[src/rtl/pic8_pkg.sv]
package pic8_pkg;

    // Setup word sequencer position
    typedef enum logic [1:0] {
        ST_READY = 2'd0,
        ST_BASE  = 2'd1,
        ST_CASC  = 2'd2,
        ST_MODE  = 2'd3
    } seq_e;

    // Command field encodings on the even address
    localparam logic [2:0] CMD_SPEC_EOI = 3'b011;

endpackage

[src/rtl/pic8_prio.sv]
// Fixed-priority resolver: lowest index wins, gated by the in-service set.
module pic8_prio #(
    parameter int N  = 8,
    parameter int LW = $clog2(N)
) (
    input  logic [N-1:0]  req,
    input  logic [N-1:0]  isr,
    output logic          any,
    output logic [LW-1:0] idx,
    output logic [N-1:0]  oh
);
    logic          req_found;
    logic [LW-1:0] req_idx;
    logic          isr_found;
    logic [LW-1:0] isr_idx;

    always_comb begin
        req_found = 1'b0;
        req_idx   = '0;
        isr_found = 1'b0;
        isr_idx   = '0;
        for (int i = N - 1; i >= 0; i--) begin
            if (req[i]) begin
                req_found = 1'b1;
                req_idx   = LW'(i);
            end
            if (isr[i]) begin
                isr_found = 1'b1;
                isr_idx   = LW'(i);
            end
        end
        any = req_found && (!isr_found || (req_idx < isr_idx));
        idx = req_idx;
        oh  = any ? (N'(1) << req_idx) : '0;
    end

endmodule

[src/rtl/pic8_regif.sv]
// Register port decoder: setup word sequencer, mask, commands.
module pic8_regif
    import pic8_pkg::*;
#(
    parameter int N  = 8,
    parameter int DW = 8,
    parameter int LW = $clog2(N)
) (
    input  logic             clk,
    input  logic             rst_n,
    input  logic             wr_en,
    input  logic             wr_addr,
    input  logic [DW-1:0]    wr_data,
    output logic [N-1:0]     mask,
    output logic [DW-1:LW]   base,
    output logic             aeoi,
    output logic             sel_isr,
    output logic             init_pulse,
    output logic [N-1:0]     eoi_oh
);
    typedef struct packed {
        seq_e             seq;
        logic             single;
        logic             need_mode;
        logic [DW-1:LW]   base;
        logic             aeoi;
        logic             sel_isr;
        logic [N-1:0]     mask;
    } regs_t;

    localparam regs_t REGS_RST = '{
        seq:       ST_READY,
        single:    1'b0,
        need_mode: 1'b0,
        base:      '0,
        aeoi:      1'b0,
        sel_isr:   1'b0,
        mask:      '1
    };

    regs_t regs_d, regs_q;
    logic  init_d;
    logic [N-1:0] eoi_d;

    always_comb begin
        regs_d = regs_q;
        init_d = 1'b0;
        eoi_d  = '0;
        if (wr_en) begin
            if (!wr_addr) begin
                if (wr_data[4]) begin
                    regs_d.seq       = ST_BASE;
                    regs_d.single    = wr_data[1];
                    regs_d.need_mode = wr_data[0];
                    regs_d.aeoi      = 1'b0;
                    regs_d.sel_isr   = 1'b0;
                    init_d           = 1'b1;
                end else if (wr_data[3]) begin
                    if (wr_data[1]) begin
                        regs_d.sel_isr = wr_data[0];
                    end
                end else if (wr_data[7:5] == CMD_SPEC_EOI) begin
                    eoi_d = N'(1) << wr_data[LW-1:0];
                end
            end else begin
                unique case (regs_q.seq)
                    ST_READY: regs_d.mask = wr_data[N-1:0];
                    ST_BASE: begin
                        regs_d.base = wr_data[DW-1:LW];
                        if (!regs_q.single) begin
                            regs_d.seq = ST_CASC;
                        end else if (regs_q.need_mode) begin
                            regs_d.seq = ST_MODE;
                        end else begin
                            regs_d.seq = ST_READY;
                        end
                    end
                    ST_CASC: begin
                        // cascade word is consumed; no wiring to other units here
                        regs_d.seq = regs_q.need_mode ? ST_MODE : ST_READY;
                    end
                    ST_MODE: begin
                        regs_d.aeoi = wr_data[1];
                        regs_d.seq  = ST_READY;
                    end
                endcase
            end
        end
    end

    always_ff @(posedge clk) begin
        if (!rst_n) begin
            regs_q <= REGS_RST;
        end else begin
            regs_q <= regs_d;
        end
    end

    assign mask       = regs_q.mask;
    assign base       = regs_q.base;
    assign aeoi       = regs_q.aeoi;
    assign sel_isr    = regs_q.sel_isr;
    assign init_pulse = init_d;
    assign eoi_oh     = eoi_d;

    // every odd write inside the setup sequence moves the sequencer on
    a_r2_seq_advance: assert property (@(posedge clk) disable iff (!rst_n)
        (wr_en && wr_addr && regs_q.seq != ST_READY) |=> (regs_q.seq != $past(regs_q.seq)))
        else $error("a_r2_seq_advance");

    // the mask only changes through an odd write made outside the setup sequence
    a_r5_mask_stable: assert property (@(posedge clk) disable iff (!rst_n)
        !(wr_en && wr_addr && regs_q.seq == ST_READY) |=> $stable(regs_q.mask))
        else $error("a_r5_mask_stable");

endmodule

[src/rtl/pic8_core.sv]
// Pending/in-service state, acknowledge handling, vector register.
module pic8_core #(
    parameter int N  = 8,
    parameter int DW = 8,
    parameter int LW = $clog2(N)
) (
    input  logic            clk,
    input  logic            rst_n,
    input  logic [N-1:0]    irq_in,
    input  logic            ack,
    input  logic [N-1:0]    mask,
    input  logic [DW-1:LW]  base,
    input  logic            aeoi,
    input  logic            init_pulse,
    input  logic [N-1:0]    eoi_oh,
    output logic [N-1:0]    irr,
    output logic [N-1:0]    isr,
    output logic            intr,
    output logic [DW-1:0]   vec,
    output logic            vec_vld
);
    typedef struct packed {
        logic [N-1:0]  prev;
        logic [N-1:0]  irr;
        logic [N-1:0]  isr;
        logic [DW-1:0] vec;
        logic          vld;
    } st_t;

    st_t st_d, st_q;

    logic [N-1:0]  req;
    logic          g_any;
    logic [LW-1:0] g_idx;
    logic [N-1:0]  g_oh;
    logic [N-1:0]  rising;

    assign req = st_q.irr & ~mask;

    pic8_prio #(.N(N), .LW(LW)) prio_i (
        .req (req),
        .isr (st_q.isr),
        .any (g_any),
        .idx (g_idx),
        .oh  (g_oh)
    );

    always_comb begin
        st_d      = st_q;
        rising    = irq_in & ~st_q.prev;
        st_d.prev = irq_in;
        st_d.irr  = (st_q.irr | rising) & irq_in;
        st_d.isr  = st_q.isr & ~eoi_oh;
        st_d.vld  = 1'b0;
        if (ack) begin
            st_d.vld = 1'b1;
            if (g_any) begin
                st_d.irr = st_d.irr & ~g_oh;
                if (!aeoi) begin
                    st_d.isr = st_d.isr | g_oh;
                end
                st_d.vec = {base, g_idx};
            end else begin
                st_d.vec = {base, LW'(N - 1)};
            end
        end
        if (init_pulse) begin
            st_d.irr = '0;
            st_d.isr = '0;
        end
    end

    always_ff @(posedge clk) begin
        if (!rst_n) begin
            st_q <= '0;
        end else begin
            st_q <= st_d;
        end
    end

    assign irr     = st_q.irr;
    assign isr     = st_q.isr;
    assign intr    = g_any;
    assign vec     = st_q.vec;
    assign vec_vld = st_q.vld;

    // an acknowledge is answered by a valid vector on the next cycle
    a_r3_vec_follows_ack: assert property (@(posedge clk) disable iff (!rst_n)
        ack |=> vec_vld)
        else $error("a_r3_vec_follows_ack");

    a_r3_vld_single: assert property (@(posedge clk) disable iff (!rst_n)
        !ack |=> !vec_vld)
        else $error("a_r3_vld_single");

    // an acknowledge without a grant returns the last level and adds nothing in service
    a_r11_spurious: assert property (@(posedge clk) disable iff (!rst_n)
        (ack && !g_any && !init_pulse) |=>
            ((vec[LW-1:0] == LW'(N - 1)) && ((isr & ~$past(isr)) == '0)))
        else $error("a_r11_spurious");

    // automatic mode never leaves a newly acknowledged level in service
    a_r4_aeoi_clean: assert property (@(posedge clk) disable iff (!rst_n)
        (ack && aeoi) |=> ((isr & ~$past(isr)) == '0))
        else $error("a_r4_aeoi_clean");

    // after a normal grant no higher-priority level is in service
    a_r8_nested: assert property (@(posedge clk) disable iff (!rst_n)
        (ack && g_any && !aeoi && !init_pulse) |=>
            ((isr & ($past(g_oh) - N'(1))) == '0))
        else $error("a_r8_nested");

    // a specific end-of-interrupt leaves that level out of service
    a_r9_eoi_clears: assert property (@(posedge clk) disable iff (!rst_n)
        ((|eoi_oh) && !ack) |=> ((isr & $past(eoi_oh)) == '0))
        else $error("a_r9_eoi_clears");

    // intr only with an unmasked pending level behind it
    a_r12_intr_backed: assert property (@(posedge clk) disable iff (!rst_n)
        intr |-> (|(irr & ~mask)))
        else $error("a_r12_intr_backed");

endmodule

[src/rtl/pic8_unit.sv]
// Top: eight-level programmable interrupt controller.
module pic8_unit #(
    parameter int N  = 8,
    parameter int DW = 8
) (
    input  logic          clk,
    input  logic          rst_n,
    input  logic          wr_en,
    input  logic          wr_addr,
    input  logic [DW-1:0] wr_data,
    input  logic          rd_addr,
    output logic [DW-1:0] rd_data,
    input  logic [N-1:0]  irq_in,
    input  logic          inta,
    output logic          intr,
    output logic [DW-1:0] vec_out,
    output logic          vec_vld
);
    localparam int LW = $clog2(N);

    logic [N-1:0]   mask;
    logic [DW-1:LW] base;
    logic           aeoi;
    logic           sel_isr;
    logic           init_pulse;
    logic [N-1:0]   eoi_oh;
    logic [N-1:0]   irr;
    logic [N-1:0]   isr;

    pic8_regif #(.N(N), .DW(DW), .LW(LW)) regif_i (
        .clk        (clk),
        .rst_n      (rst_n),
        .wr_en      (wr_en),
        .wr_addr    (wr_addr),
        .wr_data    (wr_data),
        .mask       (mask),
        .base       (base),
        .aeoi       (aeoi),
        .sel_isr    (sel_isr),
        .init_pulse (init_pulse),
        .eoi_oh     (eoi_oh)
    );

    pic8_core #(.N(N), .DW(DW), .LW(LW)) core_i (
        .clk        (clk),
        .rst_n      (rst_n),
        .irq_in     (irq_in),
        .ack        (inta),
        .mask       (mask),
        .base       (base),
        .aeoi       (aeoi),
        .init_pulse (init_pulse),
        .eoi_oh     (eoi_oh),
        .irr        (irr),
        .isr        (isr),
        .intr       (intr),
        .vec        (vec_out),
        .vec_vld    (vec_vld)
    );

    always_comb begin
        if (rd_addr) begin
            rd_data = DW'(mask);
        end else if (sel_isr) begin
            rd_data = DW'(isr);
        end else begin
            rd_data = DW'(irr);
        end
    end

endmodule

[config.mk]
export PLATFORM = sky130hd
export DESIGN_NAME = pic8_unit
export DESIGN_NICKNAME = d
export VERILOG_FILES = /design/src/rtl/pic8_pkg.sv /design/src/rtl/pic8_prio.sv /design/src/rtl/pic8_regif.sv /design/src/rtl/pic8_core.sv /design/src/rtl/pic8_unit.sv
export SDC_FILE = /design/constraint.sdc
export NUM_CORES = 1
export LEC_CHECK = 0
export BUFFER_PORTS_ARGS = -buffer_cell sky130_fd_sc_hd__clkbuf_2
export CAP_MARGIN = 20
export CELL_PAD_IN_SITES_DETAIL_PLACEMENT = 1
export CELL_PAD_IN_SITES_GLOBAL_PLACEMENT = 1
export CORE_UTILIZATION = 42
export DETAILED_ROUTE_END_ITERATION = 12
export PLACE_DENSITY = 0.79
export SLEW_MARGIN = 5
export SYNTH_ARGS = -nofsm -noshare
export SYNTH_HDL_FRONTEND = slang
export SYNTH_SLANG_ARGS = --single-unit
[constraint.sdc]
create_clock -name clk -period 3.2 [get_ports clk]
set_clock_uncertainty 0.2 [all_clocks]
set_input_delay 0 -clock clk [delete_from_list [all_inputs] [get_ports clk]]
set_output_delay 0 -clock clk [all_outputs]
set_load 0.005 [all_outputs]
==> results of run 1 <==
-- placed cells by master (no fill, tap or decap), drive strengths merged, types with 2 or more instances in the layout --
cell type,netlist,layout
dfxtp,52,52
clkbuf,10,44
nand2,35,35
dlygate4sd3,0,20
mux2i,17,17
inv,16,16
nor2b,16,16
o21ai,16,16
nor2,12,12
a21oi,12,12
a21boi,12,12
nand3,11,11
and2,11,11
o211ai,11,11
o31ai,10,10
o311a,8,8
nand2b,6,6
nor3,3,3
o31a,3,3
or2,2,2
a41oi,2,2
o21a,2,2
nand4b,2,2
a31oi,2,2
ha,2,2
clkinv,0,2
-- registers in the layout (all words and copies together), names as in the netlist --
| register | count |
|---|---|
| core_i.isr | 8 |
| regif_i.base | 5 |
| core_i.st_q | 8 |
| core_i.vec_vld | 1 |
| regif_i.regs_q | 4 |
| core_i.irr | 8 |
| regif_i.sel_isr | 1 |
| regif_i.mask | 8 |
| core_i.vec | 8 |
| regif_i.aeoi | 1 |
-- path summary, 6_finish.rpt --
check,start,end,slack (ps),cells after the start
min reg2reg,regif_i.regs_q[15]$_SDFFE_PN0P_,regif_i.regs_q[15]$_SDFFE_PN0P_,260,2
max reg2reg,regif_i.mask[1]$_SDFFE_PN1P_,core_i.irr[6]$_SDFF_PP0_,330,8
max,regif_i.mask[1]$_SDFFE_PN1P_,intr,220,9
min,inta,core_i.vec_vld$_SDFF_PN0_,30,2
-- layout make-up --
class / instances / area share
multi-input combinational: 206 / 0.4408
sequential: 52 / 0.3411
timing repair buffer: 59 / 0.1296
tap: 75 / 0.03075
clock buffer: 5 / 0.02255
inverter: 16 / 0.01968
clock inverter: 3 / 0.01558
-- critical path, cell delays in order, from the launching register on --
cell and delay, ps:
dfxtp_1 360, nand2b_1 170, o21ai_1 130, or2_1 290, a21oi_2 190, ha_1 270, a211o_1 260, o31a_2 490
nor2_1 180, clkbuf_2 130
-- stage by stage --
step | util | setup WS, ps | instance area (µm²) | power (mW) | hold WS [ps]
floorplan | - | 602.7 | 2559 | 0.8280 | -116.7
global placement | 0.4639 | 306.1 | 2730 | 0.8906 | 21.84
detailed placement | 0.4639 | 210.6 | 2730 | 0.8949 | 24.77
CTS | 0.5176 | 57.08 | 3047 | 1.379 | 27.25
global route | 0.5185 | 64.11 | 3052 | 1.434 | 30.60
finish | 0.5185 | 215.6 | 3052 | 1.375 | 26.26
-- cell families after synthesis --
| family | after synthesis |
|---|---|
| AND/OR/NAND/NOR | 102 |
| flip-flops | 52 |
| multiplexers | 17 |
| adder cells (fa/ha/maj) | 2 |
| buffers and inverters | 37 |
| AO/OA/AOI/OAI | 85 |
-- Yosys cell counts (10+ instances only) --
master,number,area (µm²)
dfxtp_1,52,1041
nand2_1,35,131.4
mux2i_1,17,170.2
inv_1,15,56.30
nor2b_1,13,81.33
nor2_1,12,45.04
o21ai_0,12,60.06
and2_1,11,68.82
nand3_1,11,55.05
o211ai_1,11,82.58
a21oi_1,10,50.05
clkbuf_1,10,37.54
o31ai_1,10,75.07
-- metal layers --
layer	GRT usage	vias up	wire [µm]
li1	-	1137	-
met1	0.3252	1116	3474
met2	0.4094	39	3514
met3	0.04091	11	245
met4	0.06429	0	87
met5	0	-	0
-- power by group --
| group | switching, mW | leakage [nW] | internal (mW) | total (mW) |
|---|---|---|---|---|
| Sequential | 0.0234 | 0.426 | 0.675 | 0.699 |
| Clock | 0.237 | 0.0583 | 0.236 | 0.473 |
| Combinational | 0.115 | 0.733 | 0.0889 | 0.204 |
| Total | 0.375 | 1.22 | 1.00 | 1.38 |
-- what timing repair did --
action,in CTS,in global routing
endpoints found under the setup margin,0,1
endpoints found under the hold margin,42,0
hold buffers,20,0
resized for setup,0,2
==> results_dict.tcl, run 1 <==
set metrics [dict create \
    die-area_um2 6408 \
    cp-end-kind "output pin" \
    synthesis.nets 319 \
    tightest_slew_ps 1025 \
    drtAntennaViolNets 0 \
    synth_top_family_by_area "compound AO/OA/AOI/OAI gates" \
    cts_tree "done" \
    n_fill_cell 717 \
    seq_area_frac_synth 0.4068 \
    hold_viol_final 0 \
    max-cap-violations 0 \
    diodes 0 \
    start_util 0.4347 \
    ff_latch_area_um2 1041 \
    multi_input_area_um2 1345 \
    routabilityCongestion 0.8830 \
    antenna_found_initial 0 \
    viasPerCell 5.536 \
    clock_sinks 52 \
    clock.fmax_mhz 335.1 \
    die_w_um 80.05 \
    fin_crit_sh 0.9326 \
    ios 40 \
    async_reset_ff_frac 0 \
    grt_pass1_wl_um 11760 \
    first_pass_iters 4 \
    cp_max_fo 20 \
    cts-root-buf "clkbuf_8" \
    dp.cells 388 \
    fp-row-count 28 \
    clockBufferDepth 2 \
    yosysUniqueCellTypes 46 \
    synth-compound-area-share 0.2425 \
    ys_ff_latch 52 \
    rsz0062_at_grt "no" \
    cp-start-kind "register" \
    critical_path_class "reg -> out" \
    grt_overflow 0 \
    synth_cells 295 \
    setup_tns_ps 0 \
    pwr_density_cell_nw_per_um2 450.7 \
    clk_pin_slew_ps 100 \
    die_h_um 80.05 \
    wirelength_um 7322 \
    min_period_ps 2984 \
    synth_flop_cell "dfxtp_1" \
    numPortBuffers 39 \
    layout-drive-gt1-share 0.1642 \
    cp_data_arrival_time_ps 2780 \
    yosys.area_share.xor_xnor 0 \
    num_vias 2303 \
    cts_buffers 5 \
    dr.first_iter.drc_count 89 \
    final_nets 364 \
    post-dp-hpwl_um 5220 \
    status "complete, no violations" \
    core_area_um2 5886 \
    worst-endpoint-required_ps 3000 \
    min_path_type "in -> reg" \
    syn_area_um2 2559 \
    cts_max_level 2 \
    synth_area_per_cell_um2 8.674 \
    ir_drop_mv 0.2370 \
    slew-limit-headroom 0.3117 \
    yosys-mux-area-fraction 0.06650 \
    wl_per_cell_um 17.60 \
    drcViolationCount 0 \
    synthAdderAreaFrac 0.009780 \
    grt_max_degree 38 \
    yosys_warnings 0 \
    clk_latency_ps 310 \
    setup-violations-final 0 \
    power_leakage_nw 1.217 \
    yosys.area_share.simple 0.2049 \
    drv_slew 0 \
    grt_usage 0.2448 \
    area_growth_pct 19.27 \
    postCtsSetupRepairBufs 0 \
    final_cells 416 \
    synth_edf_count 0 \
    grt_pass1_vias 2293 \
]
Note: power is estimated with default switching activity, not from simulation.
==> run 2, diff against run 1 <==
CORE_UTILIZATION = 38   (was 42)
PLACE_DENSITY = 0.75   (was 0.79)
clock period = 2.66 ns   (was 3.2 ns; I/O delays follow)
==> results_dict.tcl, run 2 (synthesized netlist as in run 1, its figures left out) <==
set metrics [dict create \
    clk_pin_slew_ps 110 \
    clk_latency_ps 310 \
    cp_max_fo 6 \
    cts_tree "done" \
    antenna_found_initial 0 \
    grt_max_degree 21 \
    slowest_delay_ps 390 \
    final_cells 449 \
    max-cap-violations 0 \
    power_leakage_nw 1.413 \
    pwr_density_cell_nw_per_um2 492.1 \
    clockBufferDepth 2 \
    fin_crit_sh 1.002 \
    numPortBuffers 39 \
    start_util 0.3984 \
    cp-start-kind "register" \
    layout-drive-gt1-share 0.2742 \
    grt_overflow 0 \
    drcViolationCount 2 \
    mostFrequentLayoutCell "dfxtp_1" \
    grt_pass1_wl_um 12560 \
    num_vias 2458 \
    violations "design-rule violations, negative setup slack" \
    grt_pass1_vias 2393 \
    first_pass_iters 8 \
    ir_drop_mv 0.3766 \
    critical_path_class "reg -> reg" \
    layout_common_cells "49 x dfxtp_1, 39 x clkbuf_2, 35 x nand2_1" \
    drv_slew 0 \
    diodes 0 \
    area_growth_pct 31.64 \
    fp-row-count 29 \
    cp-end-kind "register" \
    crit_slowest_cell "o31a_4" \
    final_nets 395 \
    core_area_um2 6422 \
    crit_chain "nand2b_4 > o21ai_4 > or2_1 > a21oi_2 > ha_1 > a211o_1 > o31a_4 > buf_6 > o311a_1" \
    setup_tns_ps -10.96 \
    die_h_um 84.06 \
    tightest_slew_ps 773.4 \
    clock_sinks 52 \
    min_path_type "in -> reg" \
    rsz0062_at_grt "yes" \
    dr.first_iter.drc_count 129 \
    wirelength_um 8055 \
    die_w_um 84.06 \
    ios 40 \
    cts_max_level 2 \
    slew-limit-headroom 0.4790 \
    status "finished with violations" \
    die-area_um2 7065 \
    routabilityCongestion 0.9062 \
    cts-root-buf "clkbuf_8" \
    cp_data_arrival_time_ps 2680 \
    drtAntennaViolNets 0 \
    power_mw 1.658 \
    worst-endpoint-required_ps 2680 \
    dp.cells 416 \
    setup_ws_ps -5.971 \
    hold_viol_final 0 \
    clock.fmax_mhz 375.1 \
    post-dp-hpwl_um 5796 \
    wl_per_cell_um 17.94 \
    setup-violations-final 3 \
    grt_usage 0.2317 \
    min_period_ps 2666 \
    viasPerCell 5.474 \
    cts_buffers 5 \
]
## run 2: changes by cell type in the layout (fill, tap and decap cells not counted), moves of 2 or more
cell,before,now
a21oi_1,9,7
a21oi_2,2,4
buf_4,0,28
buf_6,0,3
clkinv_4,2,0
dfxtp_1,52,49
dfxtp_2,0,3
inv_6,0,2
o21ai_1,4,2
o31ai_1,10,4
o31ai_2,0,6
## run 2: path summary, 6_finish.rpt
path	endpoint	startpoint	depth (start not counted)	slack [ps]
worst max-delay path	core_i.irr[0]$_SDFF_PP0_	regif_i.mask[1]$_SDFFE_PN1P_	9	-6
worst min-delay path	core_i.vec_vld$_SDFF_PN0_	inta	2	50
worst max register to register	core_i.irr[0]$_SDFF_PP0_	regif_i.mask[1]$_SDFFE_PN1P_	9	-6
worst min register to register	regif_i.regs_q[15]$_SDFFE_PN0P_	regif_i.regs_q[15]$_SDFFE_PN0P_	2	270
## run 2: what timing repair did
item	in CTS	in global routing
resized for setup	4	21
buffers inserted	0	5
hold buffers	20	0
pin swaps	1	11
gates cloned	0	0
endpoints found under the setup margin	17	17
endpoints found under the hold margin	44	0
## run 2: per-layer routing
metal,share of wire,global-route usage,wire (µm),vias up
met2,0.50,0.4001,4023,50
met4,0.016,0.07053,129,0
met3,0.033,0.03165,267,10
met5,0,0,0,-
met1,0.45,0.2988,3635,1203
li1,-,-,-,1195
## run 2: worst max-delay path: cells and delay by family, from the launching register on
kind | cells | cell delay (ps)
adder cells (fa/ha/maj) | 1 | 260
buffers and inverters | 1 | 150
AND/OR/NAND/NOR | 2 | 380
flip-flops | 1 | 350
AO/OA/AOI/OAI | 5 | 1220
## run 2: final cells by class
| class | instances | area (µm²) |
|---|---|---|
| Clock buffer | 6 | 82.58 |
| Tap cell | 77 | 96.34 |
| Timing Repair Buffer | 90 | 639.4 |
| Sequential cell | 52 | 1045 |
| Clock inverter | 2 | 17.52 |
| Inverter | 16 | 60.06 |
| Fill cell | 767 | 3054 |
| Multi-Input combinational cell | 206 | 1428 |
## run 2: metrics by stage
stage / hold WS, ps / utilization / area [µm²] / setup WS (ps)
floorplan: -116.7 / - / 2559 / 62.70
global placement: 20.49 / 0.4559 / 2928 / -57.81
detailed placement: 26.11 / 0.4559 / 2928 / -97.72
CTS: 51.46 / 0.5056 / 3247 / 29.56
global route: 55.01 / 0.5245 / 3368 / -72.41
finish: 46.25 / 0.5245 / 3368 / -5.971
## run 2: power by group
part / switching, mW / total (mW) / leakage (nW) / internal [mW]
clock network: 0.288 / 0.506 / 0.0522 / 0.219
logic: 0.164 / 0.313 / 0.935 / 0.149
registers: 0.0251 / 0.838 / 0.425 / 0.813
==> run 3, diff against run 2 <==
CORE_UTILIZATION = 42   (was 38)
PLACE_DENSITY = 0.79   (was 0.75)
clock period = 2.59 ns   (was 2.66 ns; I/O delays follow)
==> results_dict.tcl, run 3 (synthesized netlist as in run 1, its figures left out) <==
set metrics [dict create \
    status "finished with violations" \
    violations "negative setup slack" \
    grt_usage 0.2841 \
    die_w_um 80.05 \
    setup-violations-final 9 \
    mostFrequentLayoutCell "dfxtp_1" \
    r2r-start "regif_i.mask[1]$_SDFFE_PN1P_" \
    first_pass_iters 4 \
    clock_sinks 52 \
    core_area_um2 5886 \
    final_nets 398 \
    grt_pass1_wl_um 13520 \
    r2r-end "core_i.isr[0]$_SDFF_PP0_" \
    grt_max_degree 38 \
    post-dp-hpwl_um 5747 \
    cp-start-kind "register" \
    power_mw 1.694 \
    fp-row-count 28 \
    cts_tree "done" \
    ios 40 \
    reg2reg_slack_ps -40 \
    pwr_density_cell_nw_per_um2 500.9 \
    setup_ws_ps -40.92 \
    tightest_slew_ps 657.0 \
    min_path_type "in -> reg" \
    fin_crit_sh 1.016 \
    cts_max_level 2 \
    num_vias 2573 \
    layout-drive-gt1-share 0.2880 \
    viasPerCell 5.718 \
    slowest_delay_ps 350 \
    cts_buffers 5 \
    worstSetupEndpoint "intr" \
    cts-root-buf "clkbuf_8" \
    worst-endpoint-required_ps 2390 \
    dr.first_iter.drc_count 178 \
    startpoint "regif_i.mask[1]$_SDFFE_PN1P_" \
    max-cap-violations 0 \
    grt_overflow 0 \
    start_util 0.4347 \
    crit_chain "nand2b_4 > o21ai_4 > or2_1 > a21oi_2 > ha_1 > a211o_1 > o31a_4 > nor2_1 > clkbuf_2" \
    cp_data_arrival_time_ps 2430 \
    drtAntennaViolNets 0 \
    cp-end-kind "output pin" \
    die_h_um 80.05 \
    clock.fmax_mhz 380.1 \
    ir_drop_mv 0.3667 \
    die-area_um2 6408 \
    diodes 0 \
    area_growth_pct 32.18 \
    antenna_found_initial 0 \
    clk_latency_ps 320 \
    clk_pin_slew_ps 100 \
    critical_path_class "reg -> out" \
    power_leakage_nw 1.409 \
    clockBufferDepth 2 \
    wl_per_cell_um 18.91 \
    hold_viol_final 0 \
    worstRegToRegCells 9 \
    drcViolationCount 0 \
    routabilityCongestion 0.9913 \
    crit_slowest_cell "dfxtp_2" \
    numPortBuffers 39 \
    min_period_ps 2631 \
    setup_tns_ps -182.4 \
    grt_pass1_vias 2662 \
    cp_max_fo 7 \
    layout_common_cells "50 x dfxtp_1, 39 x clkbuf_2, 35 x nand2_1" \
    rsz0062_at_grt "yes" \
    slew-limit-headroom 0.5620 \
    wirelength_um 8509 \
    drv_slew 0 \
]
run 3: how the worst min path moves through the flow:
stage / startpoint / end / slack (ps) / depth (start not counted)
2_1_floorplan: rd_addr / rd_data[0] / -120 / 1
3_3_place_gp: irq_in[0] / core_i.st_q[25]$_SDFF_PN0_ / 20 / 2
3_5_place_dp: irq_in[4] / core_i.st_q[29]$_SDFF_PN0_ / 30 / 2
4_1_cts: inta / core_i.vec_vld$_SDFF_PN0_ / 10 / 2
5_1_grt: inta / core_i.vec_vld$_SDFF_PN0_ / 40 / 2
6_report: inta / core_i.vec_vld$_SDFF_PN0_ / 7 / 2
run 3: area by class of cell:
type | count | area, µm²
clock inverters | 2 | 15.01
fillers | 685 | 2504
flip-flops and latches | 52 | 1044
clock buffers | 6 | 82.58
repair buffers | 92 | 640.6
multi-input cells | 207 | 1446
inverters | 16 | 60.06
well taps | 75 | 93.84
run 3: power breakdown:
group          leakage, nW  total (mW)  internal [mW]  switching [mW]
Sequential           0.426       0.862          0.835          0.0274
Combinational        0.940       0.326          0.151           0.175
Clock               0.0434       0.506          0.217           0.289
Total                 1.41        1.69           1.20           0.492
run 3: what timing repair did:
action	4_1_cts	5_1_grt
endpoints found under the hold margin	42	0
buffers inserted	5	1
setup endpoints to repair	19	20
pin swaps	5	3
resized for setup	12	9
gates cloned	1	0
hold buffers	19	0
run 3: critical path: cells and delay by family, from the launching register on:
| kind | cells | cell delay, ps |
|---|---|---|
| fa+ha+maj | 1 | 270 |
| compound gates | 4 | 880 |
| buf+inv | 1 | 120 |
| flops | 1 | 350 |
| simple gates | 3 | 500 |
run 3: per-stage QoR:
step	std cells	worst slack [ps]	hold WS (ps)	util	instance area, µm²
finish	450	-40.92	6.661	0.5746	3382
global route	450	-117.6	36.60	0.5746	3382
CTS	449	-5.135	14.89	0.5659	3331
detailed placement	416	-106.1	27.50	0.5002	2944
global placement	416	18.28	19.22	0.5002	2944
floorplan	295	48.78	-116.7	-	2562
run 3: routing by layer:
layer / routed length (µm) / global-route usage / part of all wire / vias to the layer above
li1: - / - / - / 1204
met1: 3756 / 0.3587 / 0.44 / 1267
met2: 4137 / 0.4778 / 0.49 / 70
met3: 301 / 0.03750 / 0.035 / 32
met4: 313 / 0.1321 / 0.037 / 0
met5: 0 / 0 / 0 / -
